===== src/rtl/tile_addr_pkg.sv =====
package tile_addr_pkg;
  // default-tile width (log2) and heights chosen by the row count
  localparam int AUTO_W_LOG2 = 7;

  typedef enum logic [1:0] {
    TH_2 = 2'd1,
    TH_4 = 2'd2,
    TH_8 = 2'd3
  } auto_h_e;

  function automatic auto_h_e auto_height(input int unsigned rows);
    if (rows <= 2)      return TH_2;
    else if (rows <= 4) return TH_4;
    else                return TH_8;
  endfunction
endpackage


===== src/rtl/tile_shape_sel.sv =====
module tile_shape_sel
  import tile_addr_pkg::*;
#(
  parameter int ROW_W   = 10,
  parameter int LOG_W   = 4,
  parameter bit AUTO_EN = 1'b1
) (
  input  logic [ROW_W-1:0] rows,
  input  logic             auto_tile,
  input  logic [LOG_W-1:0] h_log2_in,
  input  logic [LOG_W-1:0] w_log2_in,
  output logic [LOG_W-1:0] h_log2,
  output logic [LOG_W-1:0] w_log2
);
  generate
    if (AUTO_EN) begin : g_auto
      auto_h_e sel;
      always_comb begin
        sel = auto_height(int'(rows));
        if (auto_tile) begin
          h_log2 = LOG_W'(sel);
          w_log2 = LOG_W'(AUTO_W_LOG2);
        end else begin
          h_log2 = h_log2_in;
          w_log2 = w_log2_in;
        end
      end
    end else begin : g_fixed
      logic unused_auto;
      assign unused_auto = auto_tile ^ (^rows);
      assign h_log2 = h_log2_in;
      assign w_log2 = w_log2_in;
    end
  endgenerate
endmodule


===== src/rtl/tile_decomp.sv =====
module tile_decomp #(
  parameter int ROW_W = 10,
  parameter int COL_W = 10,
  parameter int LOG_W = 4
) (
  input  logic [ROW_W-1:0] row,
  input  logic [COL_W-1:0] col,
  input  logic [ROW_W-1:0] rows,
  input  logic [COL_W-1:0] cols,
  input  logic [LOG_W-1:0] h_log2,
  input  logic [LOG_W-1:0] w_log2,
  output logic             err,
  output logic [ROW_W-1:0] tile_row,
  output logic [COL_W-1:0] tile_col,
  output logic [ROW_W-1:0] in_row,
  output logic [COL_W-1:0] in_col,
  output logic [COL_W:0]   tiles_per_row
);
  localparam int EXT_W = COL_W + (1 << LOG_W);

  logic [EXT_W-1:0] bias;
  logic [ROW_W-1:0] tr;
  logic [COL_W-1:0] tc;

  always_comb begin
    err  = (row >= rows) || (col >= cols);
    tr   = row >> h_log2;
    tc   = col >> w_log2;
    bias = (EXT_W'(1) << w_log2) - EXT_W'(1);
    tiles_per_row = (COL_W+1)'((EXT_W'(cols) + bias) >> w_log2);
    if (err) begin
      tile_row = '0;
      tile_col = '0;
      in_row   = '0;
      in_col   = '0;
    end else begin
      tile_row = tr;
      tile_col = tc;
      in_row   = row - (tr << h_log2);
      in_col   = col - (tc << w_log2);
    end
  end
endmodule


===== src/rtl/tile_linear.sv =====
module tile_linear #(
  parameter int ROW_W = 10,
  parameter int COL_W = 10,
  parameter int LOG_W = 4,
  parameter int OFF_W = 32
) (
  input  logic [ROW_W-1:0] tile_row,
  input  logic [COL_W-1:0] tile_col,
  input  logic [ROW_W-1:0] in_row,
  input  logic [COL_W-1:0] in_col,
  input  logic [COL_W:0]   tiles_per_row,
  input  logic [LOG_W-1:0] h_log2,
  input  logic [LOG_W-1:0] w_log2,
  output logic [OFF_W-1:0] offset
);
  logic [OFF_W-1:0] tile_lin;
  logic [LOG_W:0]   tile_sh;

  always_comb begin
    tile_sh  = (LOG_W+1)'(h_log2) + (LOG_W+1)'(w_log2);
    tile_lin = OFF_W'(tile_row) * OFF_W'(tiles_per_row) + OFF_W'(tile_col);
    offset   = (tile_lin << tile_sh) + (OFF_W'(in_row) << w_log2) + OFF_W'(in_col);
  end
endmodule


===== src/rtl/tile_addr_gen.sv =====
module tile_addr_gen #(
  parameter int ROW_W   = 10,
  parameter int COL_W   = 10,
  parameter int LOG_W   = 4,
  parameter int OFF_W   = 32,
  parameter bit AUTO_EN = 1'b1
) (
  input  logic             clk,
  input  logic             rst_n,
  input  logic             in_valid,
  output logic             in_ready,
  input  logic [ROW_W-1:0] arr_rows,
  input  logic [COL_W-1:0] arr_cols,
  input  logic             auto_tile,
  input  logic [LOG_W-1:0] tile_h_log2,
  input  logic [LOG_W-1:0] tile_w_log2,
  input  logic [ROW_W-1:0] coord_row,
  input  logic [COL_W-1:0] coord_col,
  output logic             out_valid,
  input  logic             out_ready,
  output logic             out_err,
  output logic [OFF_W-1:0] out_offset,
  output logic [ROW_W-1:0] out_tile_row,
  output logic [COL_W-1:0] out_tile_col,
  output logic [ROW_W-1:0] out_in_row,
  output logic [COL_W-1:0] out_in_col
);
  // stage 1: decomposed coordinate
  logic             s1_valid, s1_valid_nxt;
  logic             s1_err;
  logic [ROW_W-1:0] s1_tr, s1_ir;
  logic [COL_W-1:0] s1_tc, s1_ic;
  logic [COL_W:0]   s1_tpr;
  logic [LOG_W-1:0] s1_lh, s1_lw;
  // stage 2: final result
  logic             s2_valid, s2_valid_nxt;
  logic             s2_err;
  logic [OFF_W-1:0] s2_off;
  logic [ROW_W-1:0] s2_tr, s2_ir;
  logic [COL_W-1:0] s2_tc, s2_ic;
  logic [LOG_W-1:0] s2_lh, s2_lw;

  logic             adv1, adv2, load1, load2;
  logic [LOG_W-1:0] sel_lh, sel_lw;
  logic             d_err;
  logic [ROW_W-1:0] d_tr, d_ir;
  logic [COL_W-1:0] d_tc, d_ic;
  logic [COL_W:0]   d_tpr;
  logic [OFF_W-1:0] lin_off;

  tile_shape_sel #(.ROW_W(ROW_W), .LOG_W(LOG_W), .AUTO_EN(AUTO_EN)) u_shape (
    .rows(arr_rows), .auto_tile(auto_tile),
    .h_log2_in(tile_h_log2), .w_log2_in(tile_w_log2),
    .h_log2(sel_lh), .w_log2(sel_lw)
  );

  tile_decomp #(.ROW_W(ROW_W), .COL_W(COL_W), .LOG_W(LOG_W)) u_decomp (
    .row(coord_row), .col(coord_col), .rows(arr_rows), .cols(arr_cols),
    .h_log2(sel_lh), .w_log2(sel_lw), .err(d_err),
    .tile_row(d_tr), .tile_col(d_tc), .in_row(d_ir), .in_col(d_ic),
    .tiles_per_row(d_tpr)
  );

  tile_linear #(.ROW_W(ROW_W), .COL_W(COL_W), .LOG_W(LOG_W), .OFF_W(OFF_W)) u_linear (
    .tile_row(s1_tr), .tile_col(s1_tc), .in_row(s1_ir), .in_col(s1_ic),
    .tiles_per_row(s1_tpr), .h_log2(s1_lh), .w_log2(s1_lw), .offset(lin_off)
  );

  // handshake and next state
  always_comb begin
    adv2         = !s2_valid || out_ready;
    adv1         = !s1_valid || adv2;
    load1        = adv1 && in_valid;
    load2        = adv2 && s1_valid;
    s1_valid_nxt = adv1 ? in_valid : s1_valid;
    s2_valid_nxt = adv2 ? s1_valid : s2_valid;
  end

  always_ff @(posedge clk or negedge rst_n) begin
    if (!rst_n) begin
      s1_valid <= 1'b0;
      s2_valid <= 1'b0;
    end else begin
      s1_valid <= s1_valid_nxt;
      s2_valid <= s2_valid_nxt;
    end
  end

  always_ff @(posedge clk) begin
    if (load1) begin
      s1_err <= d_err;
      s1_tr  <= d_tr;
      s1_tc  <= d_tc;
      s1_ir  <= d_ir;
      s1_ic  <= d_ic;
      s1_tpr <= d_tpr;
      s1_lh  <= sel_lh;
      s1_lw  <= sel_lw;
    end
  end

  always_ff @(posedge clk) begin
    if (load2) begin
      s2_err <= s1_err;
      s2_off <= s1_err ? '0 : lin_off;
      s2_tr  <= s1_tr;
      s2_tc  <= s1_tc;
      s2_ir  <= s1_ir;
      s2_ic  <= s1_ic;
      s2_lh  <= s1_lh;
      s2_lw  <= s1_lw;
    end
  end

  assign in_ready     = adv1;
  assign out_valid    = s2_valid;
  assign out_err      = s2_err;
  assign out_offset   = s2_off;
  assign out_tile_row = s2_tr;
  assign out_tile_col = s2_tc;
  assign out_in_row   = s2_ir;
  assign out_in_col   = s2_ic;
endmodule


===== config.mk =====
export PLATFORM = sky130hd
export DESIGN_NAME = tile_addr_gen
export DESIGN_NICKNAME = d
export VERILOG_FILES = /design/src/rtl/tile_addr_pkg.sv /design/src/rtl/tile_shape_sel.sv /design/src/rtl/tile_decomp.sv /design/src/rtl/tile_linear.sv /design/src/rtl/tile_addr_gen.sv
export SDC_FILE = /design/constraint.sdc
export NUM_CORES = 1
export LEC_CHECK = 0
export ABC_AREA = 1
export ABC_CLOCK_PERIOD_IN_PS = 9000
export BUFFER_PORTS_ARGS = -buffer_cell sky130_fd_sc_hd__buf_4
export CAP_MARGIN = 20
export CORE_ASPECT_RATIO = 1.2
export CORE_MARGIN = 2
export CORE_UTILIZATION = 55
export CTS_CLUSTER_SIZE = 20
export DETAILED_ROUTE_END_ITERATION = 6
export PLACE_DENSITY = 0.76
export RECOVER_POWER = 100
export SLEW_MARGIN = 10
export SYNTH_ARGS = -nofsm -noshare
export SYNTH_HDL_FRONTEND = slang
export SYNTH_SLANG_ARGS = --single-unit

===== constraint.sdc =====
create_clock -name clk -period 9 [get_ports clk]
set_clock_uncertainty 0.15 [all_clocks]
set_input_delay 0.45 -clock clk [delete_from_list [all_inputs] [get_ports clk]]
set_output_delay 0.45 -clock clk [all_outputs]
set_load 0.03 [all_outputs]

==> summary by stage <==
Synth
The number of nets in the synthesized netlist is 2708. The average instance area after synthesis is 7.129 um2. The share of flip-flops with an asynchronous set or reset is 1.481%. The number of distinct standard cells referenced by the synthesized netlist is 56.

During synthesis, Yosys emitted a total of 0 warnings. The register bit count reported by yosys is 135. The synthesized instance count is 2387.

The fraction of the yosys area taken by sequential cells is 23.76%. In this run the biggest area consumer among cell types represents 23.47% of the synthesized area. Sorting the synthesized cells by area gives the leading types as sky130_fd_sc_hd__edfxtp_1 (23%), sky130_fd_sc_hd__nand2_1 (14%), sky130_fd_sc_hd__ha_1 (13%), sky130_fd_sc_hd__fa_1 (11%), sky130_fd_sc_hd__inv_1 (9.1%). The number of synthesized flops with an enable pin is 133. The most area-hungry cell type in the Yosys netlist is sky130_fd_sc_hd__edfxtp_1. The netlist area before placement is 17020 um2. The commonest register cell after synthesis is sky130_fd_sc_hd__edfxtp_1.

Critical path
The startpoint type of the worst setup path is a flop. The number of buffers and inverters on the critical path is 7. The gate family responsible for the most delay along the worst path is adder cells.

The cell with the most instances on the worst path is sky130_fd_sc_hd__nand2_1. The largest individual stage delay along the critical path comes from the cell sky130_fd_sc_hd__edfxtp_1. In this design, the stage delay of the slowest critical-path cell is 0.80 ns.

For the worst setup path, the data arrival time is 8.31 ns. The worst setup path is of the reg2reg kind. The sort of element at the end of the critical path is a flop. The required time of the critical path is 9.05 ns. The largest fanout of any net on the critical path is 12.

STA
In this run the tightest slew margin relative to its limit is -179.8%. The transition time at the pin with the least slew margin is 4.196 ns. Setup violations remaining at the end of the flow were counted as 0. In the final timing run, aggregate negative setup slack is 0 ns. The final max-slew violation count was 195. After layout, the worst setup slack is 0.7366 ns.

The final-report hold violation count is 0. Setup repair after global routing left no endpoint under its margin. Subtracting the final worst setup slack from the clock period gives 8.263 ns. In the finished design, the share of the clock period the worst path needs comes to 91.82%.

The highest attainable clock frequency is 121.0 MHz.

Run
The number of max-cap violations is 4.

Clocking
The number of buffers inserted for hold repair after clock tree synthesis is 1. Post-CTS timing repair inserted 0 buffers for setup. Counting along the longest clock path gives a buffer depth of 2. The CTS tree is done. The post-CTS clock slew at the launch and capture registers of the worst setup and hold paths is 0.07 ns. Post-CTS repair changed the size of 0 cells. In this run the number of H-tree levels came out at 4. The number of clock buffers added by TritonCTS is 17. For this design, the sink count on the clock tree is 135. For the worst-skew pair, the clock arrives at the later sink with an insertion delay of 0.43 ns. The tree is rooted in a sky130_fd_sc_hd__clkbuf_16.

Min path
The kind of path behind the tightest hold check is in2reg.

Die
The boundary pin count is 128. The floorplan step set the die height to 196.7 um. The floorplan has 70 rows. The die area is 32370 um2. The initial standard-cell utilization of the core is 55.83%. The floorplan step defined a core boundary enclosing 30480 um2. The width of the die is 164.6 um.

Detailed routing
Once detail routing completed, the nets flagged for antenna violations numbered 0. The first-pass iteration count of the detailed router is 6. In the final routed layout, each cell accounts on average for 16.13 um.

Wires add up to 46320 um. The routed via count is 15930. The DRC violations left is 0. In this run, the number of DRC markers left after iteration 0 of detailed routing was 1324. The average via count per standard cell is 5.545.

Power and ir drop
The design draws 0.005898 W. The power density over cell area is 319.1 nW/um2. The maximum vdd ir drop is 212.7 uV.

For this design the static power due to leakage is 9.490 nW.

Place
The half-perimeter wire length after placement is 37240 um. The final weighted congestion in routability-driven placement is 0.9329. Timing analysis after detailed placement gives a worst setup slack of 0.9079 ns. Buffers placed on the I/O ports in this run total 127.

Cells and area
The number of diodes added for antenna fixing is 0. Relative to the synthesized area, the layout overhead comes to 8.588%. The net count of the finished layout is 2784. The count of fill cells added during filler insertion is 2850. Leaving out fill and tap cells, the most frequent cell in the layout is sky130_fd_sc_hd__nand2_1. In the layout the commonest cells are sky130_fd_sc_hd__nand2_1 (635), sky130_fd_sc_hd__inv_1 (411), sky130_fd_sc_hd__nand3_1 (205).

In the final layout, the share of cells above drive strength 1 is 6.381%.

GRT
The number of global-route vias before repair is 15720. The total overflow left after global routing is 0. Entering global routing, the biggest net connects 74 pins. The wire length of the first global-routing pass is 75760 um.

Global routing used 29.34% of the available tracks across all layers. The number of antenna violations at the first check in global routing is 0.

Outcome
The checks that failed: max-capacitance violations, max-slew violations. The run finished, with violations left.
[cell type report]
cell class                      count  area [um2]  share of cell area [%]
Inverter                          426        1599                   8.653
Clock inverter                     15       203.9                   1.104
Sequential cell                   135        4044                   21.88
Tap cell                          396       495.5                   2.681
Clock buffer                       17       425.4                   2.302
Multi-Input combinational cell   1746       10980                   59.44
Timing Repair Buffer              137       726.9                   3.934
[cells in the mapped netlist, drive strengths merged, types with 5 or more instances]
cell type	number
edfxtp	133
nor3	15
buf	34
a21o	7
nor2	182
o21ai	152
xnor2	7
o211ai	7
a21oi	120
a21boi	6
clkbuf	46
fa	96
ha	172
inv	423
nand3	218
mux2i	7
o221ai	5
or2	11
nand4	18
nand2	651
a31oi	14
o21bai	7
xor2	15
o21a	9
[through the flow]
step	instance area (um2)	hold slack [ns]	std cells	utilization (%)
after CTS	18830	0.1043	2872	61.79
after global routing	18480	0.1141	2872	60.63
after floorplan	17020	0.004409	2387	-
after detailed placement	18190	0.08615	2839	59.69
final	18480	0.09627	2872	60.63
after global placement	18190	0.08298	2839	59.69
[sequential cells by signal, indices dropped and copies added (netlist names)]
register / flops
out_offset: 32
s1_tpr: 11
out_in_col: 10
out_in_row: 10
out_tile_col: 10
out_tile_row: 10
s1_ic: 10
s1_ir: 10
s1_tc: 10
s1_tr: 10
s1_lh: 4
s1_lw: 4
out_err: 1
out_valid: 1
s1_err: 1
s1_valid: 1
[layer usage]
layer | wire length (um) | up-vias | GRT usage, %
met1 | 19180 | 7425 | 36.73
met5 | 0 | - | 0
met4 | 1287 | 0 | 9.211
met3 | 2616 | 85 | 3.556
met2 | 23240 | 560 | 52.50
li1 | - | 7855 | -
[cell families after synthesis]
group           Yosys count  synth area share, %
simple gates           1102                27.86
buf+inv                 506                11.47
compound gates          347                11.38
fa+ha+maj               268                23.94
flops                   135                23.76
xor+xnor                 22                1.176
mux                       7               0.4118
[final timing paths]
path | endpoint | from | slack [ns] | cells past startpoint
setup / recovery | out_offset[31] | s1_tr[7] | 0.74 | 40
hold / removal | s1_valid | in_valid | 0.1 | 3
setup reg to reg | out_offset[31] | s1_tr[7] | 0.74 | 40
hold reg to reg | out_tile_col[6] | s1_tc[6] | 0.30 | 0
max in group asynchronous | out_valid | rst_n | 8.38 | 2
min in group asynchronous | s1_valid | rst_n | 0.19 | 2
[report_power, final]
group,internal (W),total [W],switching [W]
sequential,0.000833,0.000921,0.0000877
combinational,0.00139,0.00423,0.00283
clock,0.000428,0.000749,0.000321
total,0.00265,0.00590,0.00324
[worst reg2reg max path: cells and delay by family, from the launching register on]
kind            cells  cell delay, ns
flops               1            0.80
buf+inv             7            0.40
compound gates      6            1.01
fa+ha+maj           8            3.63
simple gates       19            2.07
Note: power is estimated with default switching activity, not from simulation.
